<file path="config.mk">
export PLATFORM = sky130hd
export DESIGN_NAME = spr_list_scan
export DESIGN_NICKNAME = d
export VERILOG_FILES = /design/src/rtl/spr_scan_pkg.sv /design/src/rtl/spr_scan_seq.sv /design/src/rtl/spr_entry_decode.sv /design/src/rtl/spr_desc_reg.sv /design/src/rtl/spr_list_scan.sv
export SDC_FILE = /design/constraint.sdc
export NUM_CORES = 1
export LEC_CHECK = 0
export ABC_AREA = 1
export BUFFER_PORTS_ARGS = -buffer_cell sky130_fd_sc_hd__buf_2
export CAP_MARGIN = 25
export CORE_MARGIN = 4
export CORE_UTILIZATION = 50
export DETAILED_ROUTE_END_ITERATION = 6
export GPL_ROUTABILITY_DRIVEN = 0
export GPL_TIMING_DRIVEN = 1
export PLACE_DENSITY = 0.86
export SYNTH_ARGS = -nofsm -noshare
export SYNTH_HDL_FRONTEND = slang
export SYNTH_HIERARCHICAL = 1
export SYNTH_SLANG_ARGS = --single-unit
</file>
<file path="constraint.sdc">
create_clock -name clk -period 2.21 [get_ports clk]
set_input_delay 0.221 -clock clk [delete_from_list [all_inputs] [get_ports clk]]
set_output_delay 0.221 -clock clk [all_outputs]
set_load 0.005 [all_outputs]
</file>
<file path="src/rtl/spr_scan_pkg.sv">
package spr_scan_pkg;

   localparam int BYTE_W  = 8;
   localparam int ENTRY_W = 4 * BYTE_W;
   localparam int POS_W   = BYTE_W + 1;
   localparam int TILE_W  = BYTE_W + 2;
   localparam int COL_W   = 4;

   typedef struct packed {
      logic [POS_W-1:0]  xpos;
      logic [POS_W-1:0]  ypos;
      logic [TILE_W-1:0] tile;
      logic [COL_W-1:0]  color;
   } spr_desc_t;

   typedef enum logic [1:0] {
      SQ_IDLE,
      SQ_READ,
      SQ_LOAD,
      SQ_HOLD
   } seq_state_e;

endpackage

</file>
<file path="src/rtl/spr_scan_seq.sv">
module spr_scan_seq
   import spr_scan_pkg::*;
#(
   parameter int N_ENTRIES = 60,
   parameter int IDX_W     = $clog2(N_ENTRIES)
) (
   input  logic             clk,
   input  logic             rst_n,
   input  logic             frame_start,
   input  logic             out_accept,
   output logic             rd_en,
   output logic [IDX_W-1:0] rd_idx,
   output logic             load_en,
   output logic             busy,
   output logic             done
);

   localparam logic [IDX_W-1:0] LAST_IDX = IDX_W'(N_ENTRIES - 1);

   seq_state_e       state;
   logic [IDX_W-1:0] idx;

   always_ff @(posedge clk) begin
      if (!rst_n) begin
         state <= SQ_IDLE;
         idx   <= '0;
         done  <= 1'b0;
      end else begin
         case (state)
            SQ_IDLE: begin
               if (frame_start) begin
                  state <= SQ_READ;
                  idx   <= '0;
                  done  <= 1'b0;
               end
            end
            SQ_READ: state <= SQ_LOAD;
            SQ_LOAD: state <= SQ_HOLD;
            SQ_HOLD: begin
               if (out_accept) begin
                  if (idx == LAST_IDX) begin
                     state <= SQ_IDLE;
                     done  <= 1'b1;
                  end else begin
                     idx   <= idx + 1'b1;
                     state <= SQ_READ;
                  end
               end
            end
            default: state <= SQ_IDLE;
         endcase
      end
   end

   assign rd_en   = (state == SQ_READ);
   assign load_en = (state == SQ_LOAD);
   assign busy    = (state != SQ_IDLE);
   assign rd_idx  = idx;

   AST_IDX_RANGE: assert property (@(posedge clk) disable iff (!rst_n)
      rd_en |-> (rd_idx <= LAST_IDX)) else $error("index past end");

   AST_FIRST_IDX: assert property (@(posedge clk) disable iff (!rst_n)
      (rd_en && $past(state) == SQ_IDLE) |-> (rd_idx == '0)) else $error("scan not from 0");

   AST_IDX_STEP: assert property (@(posedge clk) disable iff (!rst_n)
      (rd_en && $past(state) == SQ_HOLD) |-> (rd_idx == IDX_W'($past(rd_idx) + 1'b1)))
      else $error("index not ascending");

   AST_START_IGNORED: assert property (@(posedge clk) disable iff (!rst_n)
      (busy && frame_start && !out_accept) |=> (busy && rd_idx == $past(rd_idx)))
      else $error("restart during scan");

   AST_DONE_HOLD: assert property (@(posedge clk) disable iff (!rst_n)
      (done && !frame_start) |=> done) else $error("done dropped");

   AST_DONE_IDLE: assert property (@(posedge clk) disable iff (!rst_n)
      done |-> !busy) else $error("done while busy");

endmodule

</file>
<file path="src/rtl/spr_entry_decode.sv">
module spr_entry_decode
   import spr_scan_pkg::*;
#(
   parameter int X_BIAS      = 30,
   parameter int Y_BIAS      = 9,
   parameter int MIRROR_BASE = 256,
   parameter bit MIRROR_X    = 1'b1
) (
   input  logic [ENTRY_W-1:0] entry,
   input  logic [BYTE_W-1:0]  scroll_x,
   input  logic [BYTE_W-1:0]  scroll_y,
   input  logic               scroll_xhi,
   input  logic               scroll_yhi,
   output spr_desc_t          desc
);

   // byte lanes of an entry word
   localparam int LANE_Y = 0;
   localparam int LANE_T = 1;
   localparam int LANE_X = 2;
   localparam int LANE_A = 3;
   // attribute bit roles
   localparam int A_YHI  = 4;
   localparam int A_BKN  = 5;   // active low: adds 512
   localparam int A_BKP  = 6;   // active high: adds 256
   localparam int A_XHI  = 7;

   logic [BYTE_W-1:0] y_lo, t_lo, x_lo, attr;
   logic [POS_W-1:0]  x_pos, y_pos, x_scr, y_scr, x_rel, y_rel, x_out;

   assign y_lo = entry[LANE_Y*BYTE_W +: BYTE_W];
   assign t_lo = entry[LANE_T*BYTE_W +: BYTE_W];
   assign x_lo = entry[LANE_X*BYTE_W +: BYTE_W];
   assign attr = entry[LANE_A*BYTE_W +: BYTE_W];

   assign x_pos = {attr[A_XHI], x_lo};
   assign y_pos = {attr[A_YHI], y_lo};

   assign x_scr = POS_W'(X_BIAS) + POS_W'(scroll_x) + {scroll_xhi, {BYTE_W{1'b0}}};
   assign y_scr = POS_W'(Y_BIAS) + POS_W'(scroll_y) + {scroll_yhi, {BYTE_W{1'b0}}};

   assign x_rel = x_pos - x_scr;
   assign y_rel = y_pos - y_scr;

   generate
      if (MIRROR_X) begin : g_mirror
         assign x_out = POS_W'(MIRROR_BASE) - x_rel;
      end else begin : g_plain
         assign x_out = x_rel;
      end
   endgenerate

   always_comb begin
      desc.xpos  = x_out;
      desc.ypos  = y_rel;
      desc.tile  = {~attr[A_BKN], attr[A_BKP], t_lo};
      desc.color = attr[COL_W-1:0];
   end

endmodule

</file>
<file path="src/rtl/spr_desc_reg.sv">
module spr_desc_reg
   import spr_scan_pkg::*;
(
   input  logic      clk,
   input  logic      rst_n,
   input  logic      load_en,
   input  spr_desc_t desc_in,
   input  logic      out_ready,
   output logic      out_valid,
   output spr_desc_t desc_q,
   output logic      accept
);

   assign accept = out_valid && out_ready;

   always_ff @(posedge clk) begin
      if (!rst_n) begin
         out_valid <= 1'b0;
         desc_q    <= '0;
      end else if (load_en) begin
         out_valid <= 1'b1;
         desc_q    <= desc_in;
      end else if (accept) begin
         out_valid <= 1'b0;
      end
   end

   AST_STALL_HOLD: assert property (@(posedge clk) disable iff (!rst_n)
      (out_valid && !out_ready) |=> (out_valid && $stable(desc_q)))
      else $error("descriptor changed under stall");

   AST_LOAD_FREE: assert property (@(posedge clk) disable iff (!rst_n)
      load_en |-> !out_valid) else $error("load over pending descriptor");

endmodule

</file>
<file path="src/rtl/spr_list_scan.sv">
module spr_list_scan
   import spr_scan_pkg::*;
#(
   parameter int N_ENTRIES   = 60,
   parameter int X_BIAS      = 30,
   parameter int Y_BIAS      = 9,
   parameter int MIRROR_BASE = 256,
   parameter bit MIRROR_X    = 1'b1,
   parameter int CTL_XHI     = 0,
   parameter int CTL_YHI     = 3,
   parameter int IDX_W       = $clog2(N_ENTRIES)
) (
   input  logic               clk,
   input  logic               rst_n,
   input  logic               frame_start,
   input  logic [BYTE_W-1:0]  scroll_x,
   input  logic [BYTE_W-1:0]  scroll_y,
   input  logic [BYTE_W-1:0]  scroll_ctl,
   output logic               rd_en,
   output logic [IDX_W-1:0]   rd_addr,
   input  logic [ENTRY_W-1:0] rd_data,
   output logic               desc_valid,
   input  logic               desc_ready,
   output logic [POS_W-1:0]   desc_x,
   output logic [POS_W-1:0]   desc_y,
   output logic [TILE_W-1:0]  desc_tile,
   output logic [COL_W-1:0]   desc_color,
   output logic               scan_busy,
   output logic               scan_done
);

   generate
      if (N_ENTRIES < 2 || N_ENTRIES > 256) begin : g_bad_depth
         $error("spr_list_scan: N_ENTRIES must lie in 2..256");
      end
      if (CTL_XHI < 0 || CTL_XHI >= BYTE_W || CTL_YHI < 0 || CTL_YHI >= BYTE_W) begin : g_bad_ctl
         $error("spr_list_scan: control bit index outside the register");
      end
      if (MIRROR_BASE < 0 || MIRROR_BASE >= (1 << POS_W)) begin : g_bad_mirror
         $error("spr_list_scan: MIRROR_BASE outside the position range");
      end
   endgenerate

   logic      load_en, accept;
   spr_desc_t dec_desc, out_desc;
   logic      ctl_unused;

   assign ctl_unused = ^scroll_ctl;

   spr_scan_seq #(
      .N_ENTRIES (N_ENTRIES),
      .IDX_W     (IDX_W)
   ) u_seq (
      .clk         (clk),
      .rst_n       (rst_n),
      .frame_start (frame_start),
      .out_accept  (accept),
      .rd_en       (rd_en),
      .rd_idx      (rd_addr),
      .load_en     (load_en),
      .busy        (scan_busy),
      .done        (scan_done)
   );

   spr_entry_decode #(
      .X_BIAS      (X_BIAS),
      .Y_BIAS      (Y_BIAS),
      .MIRROR_BASE (MIRROR_BASE),
      .MIRROR_X    (MIRROR_X)
   ) u_dec (
      .entry      (rd_data),
      .scroll_x   (scroll_x),
      .scroll_y   (scroll_y),
      .scroll_xhi (scroll_ctl[CTL_XHI]),
      .scroll_yhi (scroll_ctl[CTL_YHI]),
      .desc       (dec_desc)
   );

   spr_desc_reg u_out (
      .clk       (clk),
      .rst_n     (rst_n),
      .load_en   (load_en),
      .desc_in   (dec_desc),
      .out_ready (desc_ready),
      .out_valid (desc_valid),
      .desc_q    (out_desc),
      .accept    (accept)
   );

   assign desc_x     = out_desc.xpos;
   assign desc_y     = out_desc.ypos;
   assign desc_tile  = out_desc.tile;
   assign desc_color = out_desc.color;

   AST_IDLE_QUIET: assert property (@(posedge clk) disable iff (!rst_n)
      !scan_busy |-> (!desc_valid && !rd_en)) else $error("activity while idle");

endmodule

</file>
==> impl_results.md <==
- Die Y: 85.2 um
- Setup crit end kind: flip-flop
- Layout fillers: 535
- CP Launch Type: primary input
- Cell Area, Synth: 2980 sq um
- Worst-path clk slew: 0.08 ns
- Initial DRC Count: 76
- Gr usage total: 17.6%
- Minimum clock period: 1.87 ns
- CP max-delay cell: fa_1
- Final period util: 84.5%
- Core box area: 5640 sq um
- Data required time at the worst endpoint: 2.39 ns
- I/O pins: 102
- FF+latch area: 841 sq um
- Crit-path cells: buf_2 > ha_1 > fa_1 > inv_1 > ha_1 > or2_4 > nand3b_1 > nand2_1 > nand2_1 > nand2_1 > nor2_1 > nor2_1
- Clock latency on the worst-skew pair: 0.28 ns
- Setup violators final: 0
- Final Hold Slack: 0.154 ns
- Top Family by Delay on Critical Path: adder cells
- Clk sinks: 42
- HP Start: rd_data[26]
- Fin. Hold Viols: 0
- Initial antenna violation count: 0
- Synthesized instance count: 429
- Area of the multi-input gates: 1680 sq um
- Slowest stage delay, CP: 0.48 ns
- Area Overhead vs Synth: 17.4%
- Mapped Nets: 528
- Final slew viol count: 0
- Worst slew margin: 60.7%
- Number of gates resized after CTS: 0
- Sequential-to-total area share from yosys stat: 28.2%
- IO buf count: 95
- Syn avg cell area: 6.94 sq um
- RSZ-0062 raised after global routing: false
- Setup TNS: 0 ns
- Die width: 85.2 um
- Die area: 7250 sq um
- Post-DRT Antenna Nets: 0
- Synth Register Bits: 42
- Starting Density: 52.8%
- Residual DRC: 0
- CTS tree: done
- Max-cap violation count: 0
- Pre-CTS worst setup slack: 0.0432 ns
- Drt pass-1 iters: 4
- Post-CTS Setup Repair Bufs: 0
- Dpl hpwl: 4900 um
- Crit-path max FO: 3
- FMAX: 536 MHz
- Row cnt: 27
- Worst R2R Start: u_seq/state[0]$_SDFFE_PN0P_
- Critical setup path kind: primary input to flip-flop
- Status: finished clean
- Clock Tree Root: clkbuf_8
- Largest net degree at the start of global routing: 38
- Most used cell, CP: nand2_1
- H-tree depth: 2
- Total global routing overflow: 0
- Leakage: 2.04 nW
- Total power per unit cell area: 864 nW/um^2
- Routed WL per cell: 10.7 um
- Number of global-route vias before repair: 2,702
- Final worst setup slack: 0.343 ns
- Design area: 3490 sq um
- Clock buffer depth: 2
- Worst Path Arrival: 2.04 ns
- Layout Skew: 0.00665 ns
- Peak VDD IR: 0.000755 V
- WP buf/inv: 2
- Placed Area: 3380 sq um
- Routed WL: 6210 um
- Cell taking the most area after synthesis: dfxtp_1
- Worst Hold Class: primary input to flip-flop
- Synth unique cells: 27
- Worst Setup SP: scroll_y[2]
- TritonCTS Buffers: 5
- Hold-fix buffers, CTS: 0
- Vias per inst: 4.74
- Synth warn: 6
- Layout Nets: 609
- Vias: 2,759
- Area share of the largest cell type after synthesis: 28.2%
- Top cells by area, synth: dfxtp_1 28%, ha_1 15%, nor2_1 9.8%
- Worst slew pin tran: 0.589 ns
- Proportion of layout cells with a drive suffix above 1: 24.3%
- N_diodes: 0
- First-pass GRT wire length: 10,900 um
-- stage by stage --
step | total power [mW] | std cells | util (%)
final | 3.02 | 582 | 61.9
after global routing | 3.30 | 582 | 61.9
after CTS | 3.06 | 582 | 61.9
after detailed placement | 2.44 | 575 | 59.9
after global placement | 2.38 | 575 | 59.9
after floorplan | 2.05 | 429 | -
-- Yosys cell counts (all sizes together) --
library cell	n
nor2	84
nand2	83
inv	78
dfxtp	42
ha	36
o21ai	35
buf	22
nand3	17
a21oi	12
nand3b	6
xor2	4
fa	3
or2	3
xnor2	3
nand4	1
-- placed cells by master, fill, tap and decap left out, drive strengths merged --
master / synthesis / routed
o21ai: 35 / 35
nand3: 17 / 17
or2: 3 / 3
xnor2: 3 / 3
nand4: 1 / 1
fa: 3 / 3
buf: 22 / 96
xor2: 4 / 4
bufinv: 0 / 1
nand2: 83 / 83
dfxtp: 42 / 42
inv: 78 / 78
nor2: 84 / 84
ha: 36 / 36
nand3b: 6 / 6
a21oi: 12 / 12
clkbuf: 0 / 6
-- flip-flops by register name, summed over array words and instances, names as in the netlist --
name             count
u_out/out_valid      1
u_seq/done           1
u_out/desc_q        32
u_seq/state          2
u_seq/rd_idx         6
-- cells by family after synthesis --
kind of cell,share of synthesized area (%)
compound gates,8.02
xor+xnor,2.06
fa+ha+maj,17.1
buf+inv,15.5
flops,28.2
simple gates,29.0
-- worst paths after layout --
kind                            slack (ns)                       endpoint  cells after the start
worst max-delay path                  0.34  u_out/desc_q[20]$_SDFFE_PN0P_                     12
worst min register to register        0.49        u_seq/done$_SDFFE_PN0P_                      2
worst max register to register        0.61   u_seq/rd_idx[0]$_SDFFE_PN0P_                      8
worst min-delay path                  0.15   u_out/desc_q[2]$_SDFFE_PN0P_                      3
-- layout make-up --
class,instances,share of cell area (%)
Multi-Input combinational cell,287,47.9
Clock buffer,6,2.36
Clock inverter,1,0.859
Inverter,78,8.38
Timing Repair Buffer,96,13.8
Sequential cell,42,24.1
Tap cell,72,2.58
-- report_power, final --
group / switching (mW) / internal, mW / leakage, nW
logic: 0.780 / 0.548 / 1.64
registers: 0.119 / 0.974 / 0.344
clock network: 0.235 / 0.361 / 0.0573
total: 1.13 / 1.88 / 2.04
-- worst register-to-register path, cell delays in order (launching register included) --
cell,delay (ns)
dfxtp_1,0.42
inv_1,0.11
ha_1,0.27
nand2_1,0.17
nand2_2,0.11
nor2_4,0.18
nand3_1,0.11
nand2_1,0.07
nor2_1,0.05
-- metal layers --
metal / track usage (%) / vias to the layer above / share of wire [%]
met5: 0 / - / 0
li1: - / 1462 / -
met1: 19.3 / 1229 / 42
met4: 5.04 / 0 / 1.1
met3: 3.11 / 5 / 6.0
met2: 34.0 / 63 / 51
No activity file was read; power rests on OpenSTA's default activity.
